<file path="src/rtl/fsr_pkg.sv">
package fsr_pkg;
  // Transfer request carried by the executing instruction
  typedef struct packed {
    logic rd;   // reads the input FIFO
    logic wr;   // writes the output FIFO
    logic ar;   // post-updates an address register
  } xfer_req_t;
endpackage

</file>
<file path="src/rtl/fsr_detect.sv">
module fsr_detect
  import fsr_pkg::*;
(
  input  logic      exec_valid,
  input  xfer_req_t req,
  input  logic      in_empty,
  input  logic      out_full,
  output logic      stall_now,
  output logic      xfer_done,
  output logic      rd_done,
  output logic      wr_done,
  output logic      pop,
  output logic      push,
  output logic      ar_ok
);
  logic rd_block, wr_block;

  always_comb begin
    rd_block  = exec_valid && req.rd && in_empty;
    wr_block  = exec_valid && req.wr && out_full;
    stall_now = rd_block || wr_block;
    // a stall on either side holds back every side effect of the instruction
    pop       = exec_valid && req.rd && !stall_now;
    push      = exec_valid && req.wr && !stall_now;
    ar_ok     = exec_valid && req.ar && !stall_now;
    rd_done   = pop;
    wr_done   = push;
    xfer_done = pop || push;
  end
endmodule

</file>
<file path="src/rtl/fsr_track.sv">
module fsr_track #(
  parameter int AW = 14
) (
  input  logic          clk,
  input  logic          rst,
  input  logic          stall_now,
  input  logic          xfer_done,
  input  logic          clear,
  input  logic          rpt_mode,
  input  logic [AW-1:0] exec_pc,
  input  logic [AW-1:0] seq_pc,
  output logic          stalled,
  output logic [AW-1:0] fetch_pc
);
  logic [AW-1:0] replay_q;

  always_ff @(posedge clk) begin
    if (rst) begin
      stalled  <= 1'b0;
      replay_q <= '0;
    end else if (clear) begin
      stalled  <= 1'b0;
    end else if (stall_now) begin
      stalled <= 1'b1;
      if (!rpt_mode) replay_q <= exec_pc;
    end else if (xfer_done) begin
      stalled <= 1'b0;
    end
  end

  // selection is combinational so the fetch unit sees it in the same cycle
  always_comb fetch_pc = (stalled && !rpt_mode) ? replay_q : seq_pc;

  p_replay_capture_r3: assert property (@(posedge clk) disable iff (rst)
    (stall_now && !clear && !rpt_mode) |=> (replay_q == $past(exec_pc)));
  p_replay_hold_r5: assert property (@(posedge clk) disable iff (rst)
    (stall_now && rpt_mode) |=> $stable(replay_q));
endmodule

</file>
<file path="src/rtl/fsr_flags.sv">
module fsr_flags (
  input  logic clk,
  input  logic rst,
  input  logic stall_now,
  input  logic rd_stall,
  input  logic wr_stall,
  input  logic rd_done,
  input  logic wr_done,
  input  logic clr_in,
  input  logic clr_out,
  output logic flag_in_empty,
  output logic flag_out_full
);
  always_ff @(posedge clk) begin
    if (rst) begin
      flag_in_empty <= 1'b0;
      flag_out_full <= 1'b0;
    end else begin
      if (clr_in || rd_stall)  flag_in_empty <= 1'b1;
      else if (rd_done)        flag_in_empty <= 1'b0;
      if (clr_out)             flag_out_full <= 1'b0;
      else if (wr_stall)       flag_out_full <= 1'b1;
      else if (wr_done)        flag_out_full <= 1'b0;
    end
  end

  p_clr_in_flag_r6: assert property (@(posedge clk) disable iff (rst)
    clr_in |=> flag_in_empty);
  p_clr_out_flag_r7: assert property (@(posedge clk) disable iff (rst)
    clr_out |=> !flag_out_full);
  p_stall_has_cause_r1: assert property (@(posedge clk) disable iff (rst)
    stall_now |-> (rd_stall || wr_stall));
endmodule

</file>
<file path="src/rtl/fifo_stall_replay.sv">
module fifo_stall_replay
  import fsr_pkg::*;
#(
  parameter int AW = 14
) (
  input  logic          clk,
  input  logic          rst,
  input  logic          exec_valid,
  input  logic [AW-1:0] exec_pc,
  input  logic [AW-1:0] seq_pc,
  input  logic          rpt_mode,
  input  logic          rd_req,
  input  logic          wr_req,
  input  logic          ar_upd_req,
  input  logic          in_empty,
  input  logic          out_full,
  input  logic          clr_in,
  input  logic          clr_out,
  output logic [AW-1:0] fetch_pc,
  output logic          stalled,
  output logic          flag_in_empty,
  output logic          flag_out_full,
  output logic          fifo_pop,
  output logic          fifo_push,
  output logic          ar_commit
);
  xfer_req_t req;
  logic stall_now, xfer_done, rd_done, wr_done;
  logic rd_stall, wr_stall, any_clear;

  always_comb begin
    req       = '{rd: rd_req, wr: wr_req, ar: ar_upd_req};
    rd_stall  = exec_valid && rd_req && in_empty;
    wr_stall  = exec_valid && wr_req && out_full;
    any_clear = clr_in || clr_out;
  end

  fsr_detect u_detect (
    .exec_valid (exec_valid),
    .req        (req),
    .in_empty   (in_empty),
    .out_full   (out_full),
    .stall_now  (stall_now),
    .xfer_done  (xfer_done),
    .rd_done    (rd_done),
    .wr_done    (wr_done),
    .pop        (fifo_pop),
    .push       (fifo_push),
    .ar_ok      (ar_commit)
  );

  fsr_track #(.AW(AW)) u_track (
    .clk       (clk),
    .rst       (rst),
    .stall_now (stall_now),
    .xfer_done (xfer_done),
    .clear     (any_clear),
    .rpt_mode  (rpt_mode),
    .exec_pc   (exec_pc),
    .seq_pc    (seq_pc),
    .stalled   (stalled),
    .fetch_pc  (fetch_pc)
  );

  fsr_flags u_flags (
    .clk           (clk),
    .rst           (rst),
    .stall_now     (stall_now),
    .rd_stall      (rd_stall),
    .wr_stall      (wr_stall),
    .rd_done       (rd_done),
    .wr_done       (wr_done),
    .clr_in        (clr_in),
    .clr_out       (clr_out),
    .flag_in_empty (flag_in_empty),
    .flag_out_full (flag_out_full)
  );

  p_stall_sets_flag_r2: assert property (@(posedge clk) disable iff (rst)
    (stall_now && !any_clear) |=> stalled);
  p_clear_cancels_r6: assert property (@(posedge clk) disable iff (rst)
    any_clear |=> !stalled);
  p_no_push_when_full_r11: assert property (@(posedge clk) disable iff (rst)
    (exec_valid && out_full) |-> !fifo_push && !(fifo_pop && wr_req));
  p_no_ar_in_stall_r8: assert property (@(posedge clk) disable iff (rst)
    stall_now |-> !ar_commit);
  p_done_clears_r9: assert property (@(posedge clk) disable iff (rst)
    (xfer_done && !stall_now && !any_clear) |=> !stalled);
endmodule

</file>
<file path="config.mk">
export PLATFORM = sky130hd
export DESIGN_NAME = fifo_stall_replay
export DESIGN_NICKNAME = d
export VERILOG_FILES = /design/src/rtl/fsr_pkg.sv /design/src/rtl/fsr_detect.sv /design/src/rtl/fsr_track.sv /design/src/rtl/fsr_flags.sv /design/src/rtl/fifo_stall_replay.sv
export SDC_FILE = /design/constraint.sdc
export NUM_CORES = 1
export LEC_CHECK = 0
export CORE_MARGIN = 3
export CORE_UTILIZATION = 42
export CTS_BUF_LIST = sky130_fd_sc_hd__clkbuf_8
export CTS_CLUSTER_DIAMETER = 40
export DETAILED_ROUTE_END_ITERATION = 10
export GPL_ROUTABILITY_DRIVEN = 0
export GPL_TIMING_DRIVEN = 0
export PLACE_DENSITY = 0.87
export SYNTH_ARGS = -nofsm -noshare
export SYNTH_HDL_FRONTEND = slang
export SYNTH_HIERARCHICAL = 1
export SYNTH_SLANG_ARGS = --single-unit
</file>
<file path="constraint.sdc">
create_clock -name clk -period 2.4 [get_ports clk]
set_input_delay 0.24 -clock clk [delete_from_list [all_inputs] [get_ports clk]]
set_output_delay 0.24 -clock clk [all_outputs]
set_load 0.005 [all_outputs]
</file>
== After elaboration in Yosys (flattened, before gate mapping) ==
Cells that the tools add are included.
Operators by class
  multiplexer cells: 7
  bitwise gates (word level): 2
  reduce and logical (&&, ||, !) cells: 21
Operators by type and width (count)
  $mux W14: 1
  $logic_and A1 B1 Y1: 9
  $mux W1: 6
  $reduce_bool A2 Y1: 3
  $logic_or A1 B1 Y1: 4
  $reduce_or A2 Y1: 2
  $reduce_and A3 Y1: 1
  $logic_not A1 Y1: 2
  $not A1 Y1: 2
Storage, ports and cells
  register bits after elaboration: 17
  word-level logic and storage cells: 34

== Logic depth before layout (Yosys ltp) ==
  depth in word-level cells: 8
  mapped depth: 5
  gate-level depth less buffers: 4

== Cells and area by module ==
The synthesis kept the hierarchy.
By module, submodules not included
  fsr_track: instances 1, cells each 81, area each 860.8 µm², seq. area each 300.3 µm²
  fsr_detect: instances 1, cells each 11, area each 90.1 µm², seq. area each 0.0 µm²
  fsr_flags: instances 1, cells each 8, area each 72.6 µm², seq. area each 40.0 µm²
  fifo_stall_replay: instances 1, cells each 3, area each 18.8 µm², seq. area each 0.0 µm²

== Worst setup path before layout ==
Ideal clock, no wire load.
  path type: input -> register
  from: in out_full
  to: reg u_track.replay_q[0]
  library setup time: 0.072 ns
  data arrival time: 1.219 ns
  required time: 2.328 ns
  setup slack: 1.110 ns
  stages on the path: 5
  cells stage by stage: nand2_1 -> a21boi_0 -> nor3b_4 -> buf_8 -> mux2i_1
Between the ends
  cells in the longest elaborated chain, start to end: 3
RTL lines
  from (decl): line fifo_stall_replay.sv:16  | input logic out_full,
  $logic_and A1 B1 Y1: line fsr_detect.sv:20  | wr_block = exec_valid && req.wr && out_full;
  $logic_or A1 B1 Y1: line fsr_detect.sv:21  | stall_now = rd_block || wr_block;
  via stall_now: line fifo_stall_replay.sv:28  | logic stall_now, xfer_done, rd_done, wr_done;
  $reduce_and A3 Y1 (no line)
  to (signal assigned): line fsr_track.sv:25  | if (!rpt_mode) replay_q <= exec_pc;
  to (decl): line fsr_track.sv:15  | logic [AW-1:0] replay_q;
The timed path passes the listed nets, and every way through them passes these cells.
A chain may end at the register's enable or synchronous reset.

== Worst setup path in the final report ==
  from: in rpt_mode
  to: out fetch_pc[6]
Between the ends
  cells in the longest elaborated chain, start to end: 3
RTL lines
  from (decl): line fifo_stall_replay.sv:11  | input logic rpt_mode,
  $logic_not A1 Y1: line fsr_track.sv:32  | always_comb fetch_pc = (stalled && !rpt_mode) ? replay_q : seq_pc;
  $logic_and A1 B1 Y1: line fsr_track.sv:32
  $mux W14: line fsr_track.sv:32
  to (decl): line fifo_stall_replay.sv:19  | output logic [AW-1:0] fetch_pc,
No other way between the ends.

==> reports/qor.csv <==
stage;metric;value;unit
status;outcome;finished clean;
clock_tree;Resize count post-CTS;0;
setup_path;Crit Path Max Fanout;10;
floorplan;Starting Density;45.8;%
timing;total negative slack;0;ns
timing;final period utilization;89.6;%
grt;GRT overflow;0;
yosys;synth unique cells;22;
finish;Area Overhead vs Synth;63.7;%
floorplan;die width;55.8;um
setup_path;Required @ worst endpoint;2.16;ns
finish;ant diodes;0;
clock_tree;CTS clk-pin slew, worst paths;0.07;ns
timing;Final Hold Vio Count;0;
drt;Antenna Violating Nets Remaining;0;
setup_path;largest stage delay on the critical path;0.53;ns
place;I/O Buffers;58;
drt;drt total wl;2810;um
floorplan;io pins;59;
grt;Total GRT Usage;18.2;%
floorplan;Die Ht;55.8;um
yosys;Seq cells post-synth;17;
floorplan;die area;0.00312;sq mm
finish;layout cell share with drive strength beyond 1;17.0;%
drt;Via density;4.97;
timing;max-slew violations;0;
clock_tree;clk sinks;17;
yosys;Top FF cell, synth;dfxtp_1;
setup_path;CP top delay family;buffers and inverters;
yosys;Synth Area per Inst;10.1;sq um
timing;relative slew slack;73.1;%
yosys;ys async rst share;0;%
setup_path;Crit path buffers/inverters;3;
setup_path;CP Cell Sequence;clkdlybuf4s50_1 -> nand2b_4 -> buf_6 -> mux2_2 -> clkdlybuf4s50_1;
timing;RSZ-0062 raised after global routing;false;
yosys;sequential fraction of the synthesis area;32.7;%
setup_path;slowest CP cell;clkdlybuf4s50_1;
setup_path;CP Capture Type;output pin;
timing;clk_skew;0;ns
pwr;maximum vdd ir drop;353;uV
yosys;Synth warnings;6;
finish;nets;205;
timing;endpoints failing setup;0;
clock_tree;# H-tree levels;1;
pwr;Static Leak;0.632;nW
finish;Filler cells;155;
grt;initial antenna violation count;0;
yosys;Mapped Nets;142;
floorplan;cell row count;17;
setup_path;type of the worst setup path;in2out;
clock_tree;Num CTS Buffers;3;
yosys;Synth area leaders;dfxtp_1, nand2b_1, mux2_2;
drt;routed vias;960;
clock_tree;TritonCTS clock tree;built;
clock_tree;clk buf depth;2;
finish;Finished Core Util;75.0;%
setup_path;most frequent cell on the critical path;clkdlybuf4s50_1;
yosys;dominant cell type by area after synthesis;dfxtp_1;
min_path;Hold Path Class;reg2reg;
timing;max frequency;465;MHz
place;detailed-placement wirelength estimate;2230;um
yosys;top cell type's share of synthesized area;32.7;%
clock_tree;Clk Tree Root Cell;clkbuf_8;
drt;per-cell routed wire length;14.6;um
clock_tree;Hold-fix buffers, CTS;0;
drt;DRT iter0 DRCs;10;
floorplan;Core Area;0.00228;sq mm
drt;final routed DRC violation total;0;
yosys;EDFF count, synth;0;
drt;Pre-antenna DRT Iters;4;
clock_tree;Clk Latency, worst-skew pair;0.25;ns
grt;first-pass GRT wire length;4630;um
yosys;synthesized cell area;0.00104;sq mm
grt;vias in the first global route;1028;
yosys;Synth Instances;103;
timing;Tightest Pin Transition;0.403;ns
pwr;power density cells;396;mW/mm^2
grt;pin count of the biggest net entering global routing;12;
timing;fin crit period;2.15;ns
run;Max-Cap Viols;0;
clock_tree;Post-CTS Setup Inserts;0;
setup_path;critical path arrival;1.91;ns
setup_path;Critical Path Start Type;primary input;
[layout make-up]
type                            count  area (sq um)  area share, %
Buffer                              7          52.6           3.08
Tap cell                           28          35.0           2.05
Timing Repair Buffer               58           581           34.0
Sequential cell                    17           340           19.9
Multi-Input combinational cell     79           649           38.0
Clock inverter                      1          7.51          0.440
Clock buffer                        3          41.3           2.42
[power breakdown]
part	leakage (nW)	switching [W]	internal, W
sequential	0.138	0.00000281	0.000287
clock	0.0217	0.000106	0.000117
combinational	0.473	0.0000464	0.000117
total	0.632	0.000155	0.000520
[worst min-delay path: stages (launching register included)]
cell      delay (ns)
dfxtp_1         0.31
nand2b_1        0.06
mux2i_1         0.05
[logic make-up (layout without fill, tap and decap cells)]
group	after synthesis	after routing	synth area share, %
AOI/OAI and AO/OA	5	5	3.60
buffers and inverters	7	69	5.04
DFF	17	17	32.7
muxes	28	28	28.6
and+or+nand+nor	46	46	30.1
[synthesized netlist by cell type (2+ instances only)]
cell      instances
nor2_1            4
nor3b_2           2
o21a_1            2
and3_1            2
mux2i_1          14
buf_4             2
nor2b_1           2
nand2_1           2
nand2b_1         29
dfxtp_1          17
mux2_2           14
clkbuf_1          3
[path summary, 6_finish.rpt]
check                       from                   to  slack (ns)  depth (start not counted)
min reg2reg  u_track/replay_q[3]  u_track/replay_q[3]        0.47                          2
max reg2reg      u_track/stalled      u_track/stalled        1.65                          2
max                     rpt_mode          fetch_pc[6]        0.25                          5
min          u_track/replay_q[3]  u_track/replay_q[3]        0.47                          2
[routing by layer]
layer  vias to the layer above  GRT usage (%)  wire length [um]
met3                         4           2.32               100
met2                        25           35.6              1580
met1                       459           19.2              1090
met5                         -              0                 0
met4                         0           7.12                40
li1                        472              -                 -
[per-stage QoR]
stage	cells	setup WS, ns	area, sq um	total power, W	hold WS, ns
5_1_grt	193	0.185	1710	0.000702	0.484
6_report	193	0.249	1710	0.000675	0.472
2_1_floorplan	103	1.11	1040	0.000351	0.309
3_3_place_gp	189	0.257	1660	0.000455	0.457
3_5_place_dp	189	0.240	1660	0.000459	0.466
4_1_cts	193	0.230	1710	0.000681	0.476
[state kept, by name (all words and copies together) (netlist names)]
register               flops
u_flags/flag_in_empty      1
u_flags/flag_out_full      1
u_track/replay_q          14
u_track/stalled            1
[cell usage in the layout (no fill, tap or decap), drive strengths merged]
master         synthesis  layout
dfxtp                 17      17
buf                    4       4
and4                   1       1
and4b                  1       1
a21oi                  1       1
mux2i                 14      14
or2                    1       1
clkdlybuf4s50          0      58
clkbuf                 3       6
nor2b                  2       2
nand2b                30      30
clkinvlp               0       1
a21boi                 1       1
nor2                   4       4
o21a                   2       2
mux2                  14      14
nor3b                  3       3
a21bo                  1       1
nand2                  2       2
and3                   2       2
No activity file was read; power rests on OpenSTA's default activity.
